### config.mk
export PLATFORM = sky130hd
export DESIGN_NAME = frame_pacer
export DESIGN_NICKNAME = d
export VERILOG_FILES = /design/src/rtl/frame_pacer_pkg.sv /design/src/rtl/frame_pacer_ctl.sv /design/src/rtl/frame_pacer_dp.sv /design/src/rtl/frame_pacer.sv
export SDC_FILE = /design/constraint.sdc
export NUM_CORES = 1
export LEC_CHECK = 0
export BUFFER_PORTS_ARGS = -buffer_cell sky130_fd_sc_hd__buf_2
export CAP_MARGIN = 20
export CORE_UTILIZATION = 61
export DETAILED_ROUTE_END_ITERATION = 8
export PLACE_DENSITY = 0.77
export SYNTH_ARGS = -nofsm -noshare
export SYNTH_HDL_FRONTEND = slang
export SYNTH_SLANG_ARGS = --single-unit
### constraint.sdc
create_clock -name clk -period 6 [get_ports clk]
set_input_delay 0.9 -clock clk [delete_from_list [all_inputs] [get_ports clk]]
set_output_delay 0.9 -clock clk [all_outputs]
set_load 0.05 [all_outputs]
### src/rtl/frame_pacer_pkg.sv
package frame_pacer_pkg;

  // strobes from control to datapath, valid for one clock
  typedef struct packed {
    logic restart;   // load count zero, mark timer running
    logic advance;   // step the count
    logic halt;      // period finished with no order waiting: timer idles
    logic window;    // order executing: keyboard interrupts may pass
  } pacerCtl_t;

endpackage

### src/rtl/frame_pacer_ctl.sv
module frame_pacer_ctl
  import frame_pacer_pkg::*;
(
  input  logic      clk,
  input  logic      rstN,
  input  logic      startOrder,
  input  logic      timerRunning,
  input  logic      periodDone,
  output pacerCtl_t ctl,
  output logic      stalled
);

  typedef enum logic {PASS, HOLD} pacerState_t;

  pacerState_t state, stateNext;

  always_comb begin
    ctl       = '0;
    stateNext = state;
    unique case (state)
      HOLD: begin
        // the order is still executing; further strobes are ignored
        ctl.window = 1'b1;
        if (periodDone) begin
          ctl.restart = 1'b1;
          stateNext   = PASS;
        end else begin
          ctl.advance = 1'b1;
        end
      end
      PASS: begin
        if (startOrder) begin
          ctl.window = 1'b1;
          if (!timerRunning || periodDone) begin
            ctl.restart = 1'b1;
          end else begin
            ctl.advance = 1'b1;
            stateNext   = HOLD;
          end
        end else if (timerRunning) begin
          if (periodDone) ctl.halt = 1'b1;
          else            ctl.advance = 1'b1;
        end
      end
      default: stateNext = PASS;
    endcase
  end

  always_ff @(posedge clk) begin
    if (!rstN) state <= PASS;
    else       state <= stateNext;
  end

  assign stalled = (state == HOLD);

endmodule

### src/rtl/frame_pacer_dp.sv
module frame_pacer_dp
  import frame_pacer_pkg::*;
#(
  parameter int FRAME_CYCLES = 6_250_000,
  parameter int KEYS         = 2
) (
  input  logic            clk,
  input  logic            rstN,
  input  pacerCtl_t       ctl,
  input  logic [KEYS-1:0] keyReq,
  input  logic            penSwitch,
  output logic            timerRunning,
  output logic            periodDone,
  output logic            frameStart,
  output logic            penSample,
  output logic [KEYS-1:0] keyIrq
);

  localparam int CNT_W = (FRAME_CYCLES > 2) ? $clog2(FRAME_CYCLES) : 1;
  localparam logic [CNT_W-1:0] LAST_COUNT = CNT_W'(FRAME_CYCLES - 1);

  logic [CNT_W-1:0] frameCount;

  assign periodDone = timerRunning && (frameCount == LAST_COUNT);

  always_ff @(posedge clk) begin
    if (!rstN) begin
      frameCount   <= '0;
      timerRunning <= 1'b0;
      frameStart   <= 1'b0;
      penSample    <= 1'b0;
    end else begin
      frameStart <= ctl.restart;
      penSample  <= ctl.restart && penSwitch;
      if (ctl.restart) begin
        frameCount   <= '0;
        timerRunning <= 1'b1;
      end else if (ctl.halt) begin
        timerRunning <= 1'b0;
      end else if (ctl.advance) begin
        frameCount <= frameCount + 1'b1;
      end
    end
  end

  // one pending bit per keyboard source
  for (genvar k = 0; k < KEYS; k++) begin : g_key
    logic keyPending;
    logic keyAvail;

    assign keyAvail = keyPending || keyReq[k];

    always_ff @(posedge clk) begin
      if (!rstN) begin
        keyPending <= 1'b0;
        keyIrq[k]  <= 1'b0;
      end else if (ctl.window) begin
        keyPending <= 1'b0;
        keyIrq[k]  <= keyAvail;
      end else begin
        keyPending <= keyAvail;
        keyIrq[k]  <= 1'b0;
      end
    end
  end

endmodule

### src/rtl/frame_pacer.sv
module frame_pacer
  import frame_pacer_pkg::*;
#(
  parameter int FRAME_CYCLES = 6_250_000,
  parameter int KEYS         = 2
) (
  input  logic            clk,
  input  logic            rstN,
  input  logic            startOrder,
  input  logic [KEYS-1:0] keyReq,
  input  logic            penSwitch,
  output logic            fetchStall,
  output logic            frameStart,
  output logic [KEYS-1:0] keyIrq,
  output logic            penSample
);

  pacerCtl_t ctl;
  logic      timerRunning;
  logic      periodDone;

  frame_pacer_ctl u_ctl (
    .clk          (clk),
    .rstN         (rstN),
    .startOrder   (startOrder),
    .timerRunning (timerRunning),
    .periodDone   (periodDone),
    .ctl          (ctl),
    .stalled      (fetchStall)
  );

  frame_pacer_dp #(
    .FRAME_CYCLES (FRAME_CYCLES),
    .KEYS         (KEYS)
  ) u_dp (
    .clk          (clk),
    .rstN         (rstN),
    .ctl          (ctl),
    .keyReq       (keyReq),
    .penSwitch    (penSwitch),
    .timerRunning (timerRunning),
    .periodDone   (periodDone),
    .frameStart   (frameStart),
    .penSample    (penSample),
    .keyIrq       (keyIrq)
  );

endmodule

==> results of run 1 <==
==> layer usage <==
metal  part of all wire (%)  vias to the layer above
met1                     49                      505
met4                    2.4                        0
met5                      0                        -
met3                    4.3                        9
met2                     44                       21
li1                       -                      556
==> kinds of logic (layout without fill, tap and decap cells) <==
group	count (synthesis)	after routing
AOI/OAI and AO/OA	13	13
xor gates and xnor gates	19	19
adders and majority gates	1	1
buffers and inverters	4	19
DFF	31	31
muxes	1	1
and+or+nand+nor	81	81
==> worst paths after layout <==
path	to	cells after the start
max	u_dp.frameCount[14]	5
min	u_dp.keyIrq[0]	2
max reg2reg	u_dp.frameCount[14]	5
min reg2reg	u_dp.keyIrq[0]	2
==> cell type report <==
class / count / area share (%)
clock buffer: 6 / 2.739
clock inverter: 2 / 3.983
tap: 27 / 2.241
multi-input combinational: 115 / 46.31
timing repair buffer: 10 / 3.319
sequential: 31 / 41.16
inverter: 1 / 0.2490
==> placed cells by master, fill, tap and decap left out, types with 2 or more instances in the layout <==
cell       count
or4_1          2
nand2b_1       2
nand2_1        8
and4_1         2
dfxtp_1       31
and2_1         2
nand4_1       11
nor2b_1        2
nor2_1        33
buf_2         10
or3_1          2
clkbuf_4       5
xor2_1        16
nor3_1         2
and3_1         2
bufinv_16      2
a21oi_1        3
xnor2_1        3
nand3_1        8
nor4_1         2
o21ai_0        3
==> per-stage QoR <==
step                utilization, %  area [sq um]  hold WS, ns  setup WS [ns]
floorplan                        -          1349       0.4216          3.689
global placement             69.55          1406       0.4329          3.263
detailed placement           69.55          1406       0.4492          3.188
CTS                          74.57          1508       0.4740          3.180
global route                 74.57          1508       0.5139          3.030
finish                       74.57          1508       0.4716          3.184
==> registers in the layout, summed over array words and instances, names as in the netlist <==
signal	flops
u_dp.frameCount	23
u_dp.g_key.keyPending	2
u_dp.keyIrq	2
u_ctl.stalled	1
u_dp.frameStart	1
u_dp.penSample	1
u_dp.timerRunning	1
==> tightest hold or removal path: stages, from the launching register on <==
cell	delay, ns
dfxtp_1	0.32
nor2_1	0.05
nor2_1	0.07
==> power by group through the flow <==
stage                     Clock, W  Combinational (W)  Sequential [W]
final                     0.000204          0.0000294        0.000213
after global routing      0.000217          0.0000324        0.000214
after CTS                 0.000207          0.0000297        0.000213
after detailed placement         0          0.0000297        0.000218
after global placement           0          0.0000290        0.000218
after floorplan                  0          0.0000178        0.000224
==> results by group, run 1 <==
Placement
  • Placed insts: 184
  • Placer Congestion: 0.8539
  • IO buf count: 10
  • Hpwl dp: 1.699 mm

Pwr
  • Clk network pwr share: 45.7%
  • P_sw: 0.00009832 W
  • Internal: 0.0003485 W
  • Static Leak: 0.5433 nW
  • Comb pwr share: 6.6%
  • Power per cell area: 296.3 nW/um^2
  • Worst vdd ir: 0.0001931 V
  • Sequential power share: 47.7%
  • Total power: 0.0004468 W
  • Switch share: 22.01%

GRT
  • Number of global-route vias before repair: 960
  • Initial antenna violation count: 0
  • First-pass GRT wire length: 4.050 mm
  • GRT Util Overall: 22.75%
  • Met3 usage: 6.542%
  • Grt ovf: 0
  • GR peak layer: met2
  • GR met1 Demand/Resource: 29.08%
  • Met2 GRT Util: 33.33%
  • Largest net degree at the start of global routing: 24

Timing
  • Setup_tns: 0 ns
  • Final-report max-slew violation count: 0
  • Tightest Pin Transition: 0.9618 ns
  • Max Fclk: 355.1 MHz
  • Final setup fails: 0
  • Tcrit/Tclk final: 46.93%
  • Final hold vios: 0
  • Max_slew headroom: 35.29%
  • Unrepaired setup endpoints after global routing: no
  • Worst Clk Skew: 0.01024 ns
  • Post-layout min period: 2.816 ns

Yosys
  • Synth Area in XOR/XNOR: 12.34%
  • Main flop type after synthesis: dfxtp_1
  • Cell accounting for the most synthesized area: dfxtp_1
  • Top-count cell post-synth: nor2_1
  • Synth warn: 0
  • Top-area cell type share of the netlist area: 46.01%
  • Synth Instances: 150
  • Post-synthesis adder-cell area fraction: 0.9276%
  • Main combinational cell family by area after synthesis: simple AND/OR/NAND/NOR gates
  • Post-synth EDFFs: 0
  • Syn Std Cell Area: 1349 sq um
  • Ranking of synthesized cells by area: dfxtp_1 46%, xor2_1 10%, nor2_1 9.2%
  • Post-synthesis sequential area ratio: 46.01%
  • Ys async rst share: 0%
  • Proportion of synthesized area in mux cells: 0.7421%
  • Mapped Nets: 157
  • Commonest cells in the netlist: 33 x nor2_1, 31 x dfxtp_1, 16 x xor2_1
  • Post-Syn Area per Cell: 8.992 sq um
  • Compound-Gate Fraction of Synth Area: 7.514%
  • Synth Area in Simple Gates: 30.24%
  • Post-synthesis cell type count: 33
  • #FFs+latches synth: 31

Setup path
  • CP peak stage delay: 0.73 ns
  • Critical Path Source Type: flop
  • Crit Reg-Reg Startpoint: u_dp.frameCount[21]
  • Worst Path Required: 6.19 ns
  • Top cell family by delay on the critical path: simple AND/OR/NAND/NOR gates
  • Crit path max-delay cell type: o31ai_4
  • CP max FO: 23
  • Worst Path Arrival: 3.01 ns
  • Worst reg2reg setup slack: 3.18 ns
  • Worst setup path startpoint: u_dp.frameCount[21]
  • Bufs and invs on worst path: 0
  • Setup CP Type: flop to flop
  • Critical Path Sink Type: flop
  • Crit path cell chain: or4_1 > or4_4 > o31a_2 > o31ai_4 > nor2_1

Clock network
  • Clock H-tree levels: 2
  • Post_cts resized: 0
  • Total setup buffers inserted after CTS: 0
  • Clk slew on worst S/H paths: 0.10 ns
  • Maximum root-to-sink buffer count: 2
  • TritonCTS clock tree: built
  • Clock Latency Late Sink: 0.34 ns
  • Total CTS buffers: 5
  • Root Buffer: clkbuf_4
  • # clock sinks: 31
  • Number of hold buffers added after CTS: 0

Die
  • Row cnt: 16
  • Die Y: 49.02 microns
  • Die W: 49.02 microns
  • Initial Util: 66.71%
  • Die area: 2403 sq um
  • Area of the core: 2022 sq um
  • Top-Level Pins: 11

Final layout
  • Sequential cell area: 620.6 sq um
  • Filler Cell Count: 157
  • Layout cells sized above 1: 13.33%
  • Layout area overhead: 11.78%
  • Antenna cell count: 0
  • Nets: 171
  • Layout Cells excl Fill: 192
  • Multi-input logic area: 698.2 sq um

Detailed routing
  • DRC errors left: 0
  • Initial DRT Pass Iterations: 4
  • DRT iter0 DRCs: 28
  • Vias: 1091
  • Routed len/inst: 12.61 microns
  • Detailed Route WL: 2.422 mm
  • Remaining antenna violation count: 0
  • DR vias/cell: 5.682

Worst hold path
  • Min-Delay Path Class: flop to flop
  • Hold_sp: u_dp.g_key[0].keyPending

Run status
  • Status: complete, no violations

Run
  • Maxcap violations: 0
Note: power is estimated with default switching activity, not from simulation.
==> run 2, diff against run 1 <==
--- a/config.mk
+++ b/config.mk
@@ -5,11 +5,12 @@
 export SDC_FILE = /design/constraint.sdc
 export NUM_CORES = 1
 export LEC_CHECK = 0
+export ABC_AREA = 1
 export BUFFER_PORTS_ARGS = -buffer_cell sky130_fd_sc_hd__buf_2
 export CAP_MARGIN = 20
-export CORE_UTILIZATION = 61
+export CORE_UTILIZATION = 60
 export DETAILED_ROUTE_END_ITERATION = 8
-export PLACE_DENSITY = 0.77
+export PLACE_DENSITY = 0.75
 export SYNTH_ARGS = -nofsm -noshare
 export SYNTH_HDL_FRONTEND = slang
 export SYNTH_SLANG_ARGS = --single-unit
==> constraint.sdc (replaced) <==
create_clock -name clk -period 2.6 [get_ports clk]
set_input_delay 0.39 -clock clk [delete_from_list [all_inputs] [get_ports clk]]
set_output_delay 0.39 -clock clk [all_outputs]
set_load 0.05 [all_outputs]
==> run 2 against run 1 <==
Compared with the run above:
- non-clock buffer count grew 1
- register-to-register slack lost 2.6 ns
- clock-buffer cell count grew 1
- via count grew 67%
- synthesized cell count grew 110%
- cell count grew 91%
- clock power grew 60%
- critical endpoint is now u_dp.frameCount[5]
- highest routed layer unchanged
- wire length grew 60%
- core utilization shrank 7.3 points
- worst hold slack lost 0.19 ns
- global-route usage grew 4.2 points
==> results by group, run 2 <==
Setup path
  • Critical Path Sink Type: flop
  • Setup CP Type: flop to flop
  • Critical Path Source Type: flop
  • Worst Path Arrival: 2.30 ns
  • CP max FO: 27
  • Worst Path Required: 2.84 ns

Clock network
  • Post_cts resized: 0
  • Clock Latency Late Sink: 0.33 ns
  • Number of hold buffers added after CTS: 0
  • Total CTS buffers: 5
  • Total setup buffers inserted after CTS: 0
  • # clock sinks: 31
  • TritonCTS clock tree: built
  • Root Buffer: clkbuf_4
  • Maximum root-to-sink buffer count: 2
  • Clock H-tree levels: 2
  • Clk slew on worst S/H paths: 0.10 ns

Yosys
  • Synth Area in XOR/XNOR: 5.056%
  • Main combinational cell family by area after synthesis: simple AND/OR/NAND/NOR gates
  • #FFs+latches synth: 31
  • Post-synthesis adder-cell area fraction: 0.6566%
  • Synth warn: 0
  • Top-area cell type share of the netlist area: 32.57%
  • Compound-Gate Fraction of Synth Area: 3.546%
  • Commonest cells in the netlist: 127 x nand2_1, 36 x nor2_1, 35 x inv_1
  • Post-synthesis sequential area ratio: 32.57%
  • Cell accounting for the most synthesized area: dfxtp_1
  • Syn Std Cell Area: 1906 sq um
  • Synth Instances: 311
  • Post-synth EDFFs: 0
  • Synth Area in Simple Gates: 48.52%
  • Ranking of synthesized cells by area: dfxtp_1 33%, nand2_1 25%, nand3_1 8.4%
  • Post-synthesis cell type count: 22
  • Ys async rst share: 0%
  • Mapped Nets: 318
  • Proportion of synthesized area in mux cells: 0%
  • Post-Syn Area per Cell: 6.127 sq um
  • Main flop type after synthesis: dfxtp_1
  • Top-count cell post-synth: nand2_1

Run
  • Maxcap violations: 0

Timing
  • Max Fclk: 486.8 MHz
  • Worst Clk Skew: 0.005665 ns
  • Setup_tns: 0 ns
  • Final hold vios: 0
  • Tightest Pin Transition: 0.5492 ns
  • Final-report max-slew violation count: 0
  • Final setup fails: 0
  • Max_slew headroom: 63.10%
  • Tcrit/Tclk final: 79.00%
  • Unrepaired setup endpoints after global routing: no
  • Post-layout min period: 2.054 ns

GRT
  • Number of global-route vias before repair: 1610
  • Grt ovf: 0
  • GRT Util Overall: 26.91%
  • Largest net degree at the start of global routing: 28
  • First-pass GRT wire length: 6.955 mm
  • Initial antenna violation count: 0

Final layout
  • Antenna cell count: 0
  • Nets: 329
  • Largest regs: u_dp.frameCount x23, u_dp.g_key.keyPending x2, u_dp.keyIrq x2
  • Final Util: 67.31%
  • Max FFs per register: 23
  • Fin area: 2038 sq um
  • Filler Cell Count: 295
  • Commonest non-fill, non-tap cell in the layout: nand2_1
  • Commonest non-fill, non-tap cells in the layout: 127 x nand2_1, 36 x nor2_1, 35 x inv_1
  • Register with the most flip-flops: u_dp.frameCount
  • Layout area overhead: 6.960%
  • Layout cells sized above 1: 8.359%

Placement
  • Area after DPL: 1966 sq um
  • IO buf count: 10
  • Placer Congestion: 0.8995
  • Hpwl dp: 2.899 mm

Run status
  • Status: complete, no violations

Detailed routing
  • Detailed Route WL: 3.887 mm
  • Routed len/inst: 10.59 microns
  • DR vias/cell: 4.967
  • Initial DRT Pass Iterations: 4
  • DRC errors left: 0
  • Remaining antenna violation count: 0
  • DRT iter0 DRCs: 122
  • Vias: 1823

Pwr
  • Total power: 0.0009229 W
  • Static Leak: 0.9836 nW
  • Worst vdd ir: 0.0003462 V
  • Power per cell area: 452.8 nW/um^2

Die
  • Die area: 3405 sq um
  • Area of the core: 3028 sq um
  • Die Y: 58.36 microns
  • Row cnt: 20
  • Top-Level Pins: 11
  • Initial Util: 62.93%
  • Die W: 58.36 microns

Worst hold path
  • Min-Delay Path Class: primary input to flop
[run 2: power by group]
group	switching [W]	total (W)	internal [W]	leakage, nW
logic	0.0000804	0.000104	0.0000235	0.695
registers	0.00000683	0.000492	0.000485	0.251
clock network	0.000169	0.000327	0.000158	0.0375
[run 2: path summary, 6_finish.rpt]
path                              endpoint  cells after the start  slack, ns                startpoint
setup reg to reg        u_dp.frameCount[5]                     10       0.55        u_dp.frameCount[0]
hold / removal              u_dp.penSample                      2       0.28                 penSwitch
setup / recovery        u_dp.frameCount[5]                     10       0.55        u_dp.frameCount[0]
hold reg to reg   u_dp.g_key[1].keyPending                      2       0.46  u_dp.g_key[1].keyPending
[run 2: metal layers]
metal / share of wire (%) / wire length [microns] / vias up / track usage (%)
li1: - / - / 985 / -
met1: 51 / 1992 / 800 / 35.63
met2: 44 / 1692 / 34 / 43.02
met3: 4.1 / 161 / 4 / 6.813
met4: 1.0 / 40 / 0 / 8.844
met5: 0 / 0 / - / 0
[run 2: final cells by class]
class / count / area, sq um / area share, %
Tap cell: 44 / 55.05 / 2.701
Clock inverter: 1 / 7.507 / 0.3683
Multi-Input combinational cell: 238 / 1101 / 54.02
Clock buffer: 7 / 65.06 / 3.192
Timing Repair Buffer: 11 / 57.56 / 2.824
Sequential cell: 31 / 620.6 / 30.45
Inverter: 35 / 131.4 / 6.446
[run 2: critical path, stage by stage (launching register included)]
cell     delay, ns
dfxtp_1       0.42
ha_1          0.29
nand3_2       0.15
nor2_2        0.14
nand3_2       0.10
nand2_4       0.24
nand2_4       0.24
nand2_4       0.12
nand2_4       0.12
nand2_1       0.10
inv_1         0.04
[run 2: through the flow]
| stage | hold WS, ns | std cells | setup slack, ns |
|---|---|---|---|
| 2_1_floorplan | 0.4358 | 311 | 0.9620 |
| 3_3_place_gp | 0.4438 | 359 | 0.6038 |
| 3_5_place_dp | 0.4525 | 359 | 0.5589 |
| 4_1_cts | 0.2708 | 367 | 0.5404 |
| 5_1_grt | 0.2640 | 367 | 0.3038 |
| 6_report | 0.2834 | 367 | 0.5459 |
[run 2: cell families after synthesis]
kind of cell	Yosys count
XOR/XNOR	11
buffers and inverters	42
adder cells (fa/ha/maj)	1
AND/OR/NAND/NOR	213
flip-flops	31
AO/OA/AOI/OAI	13
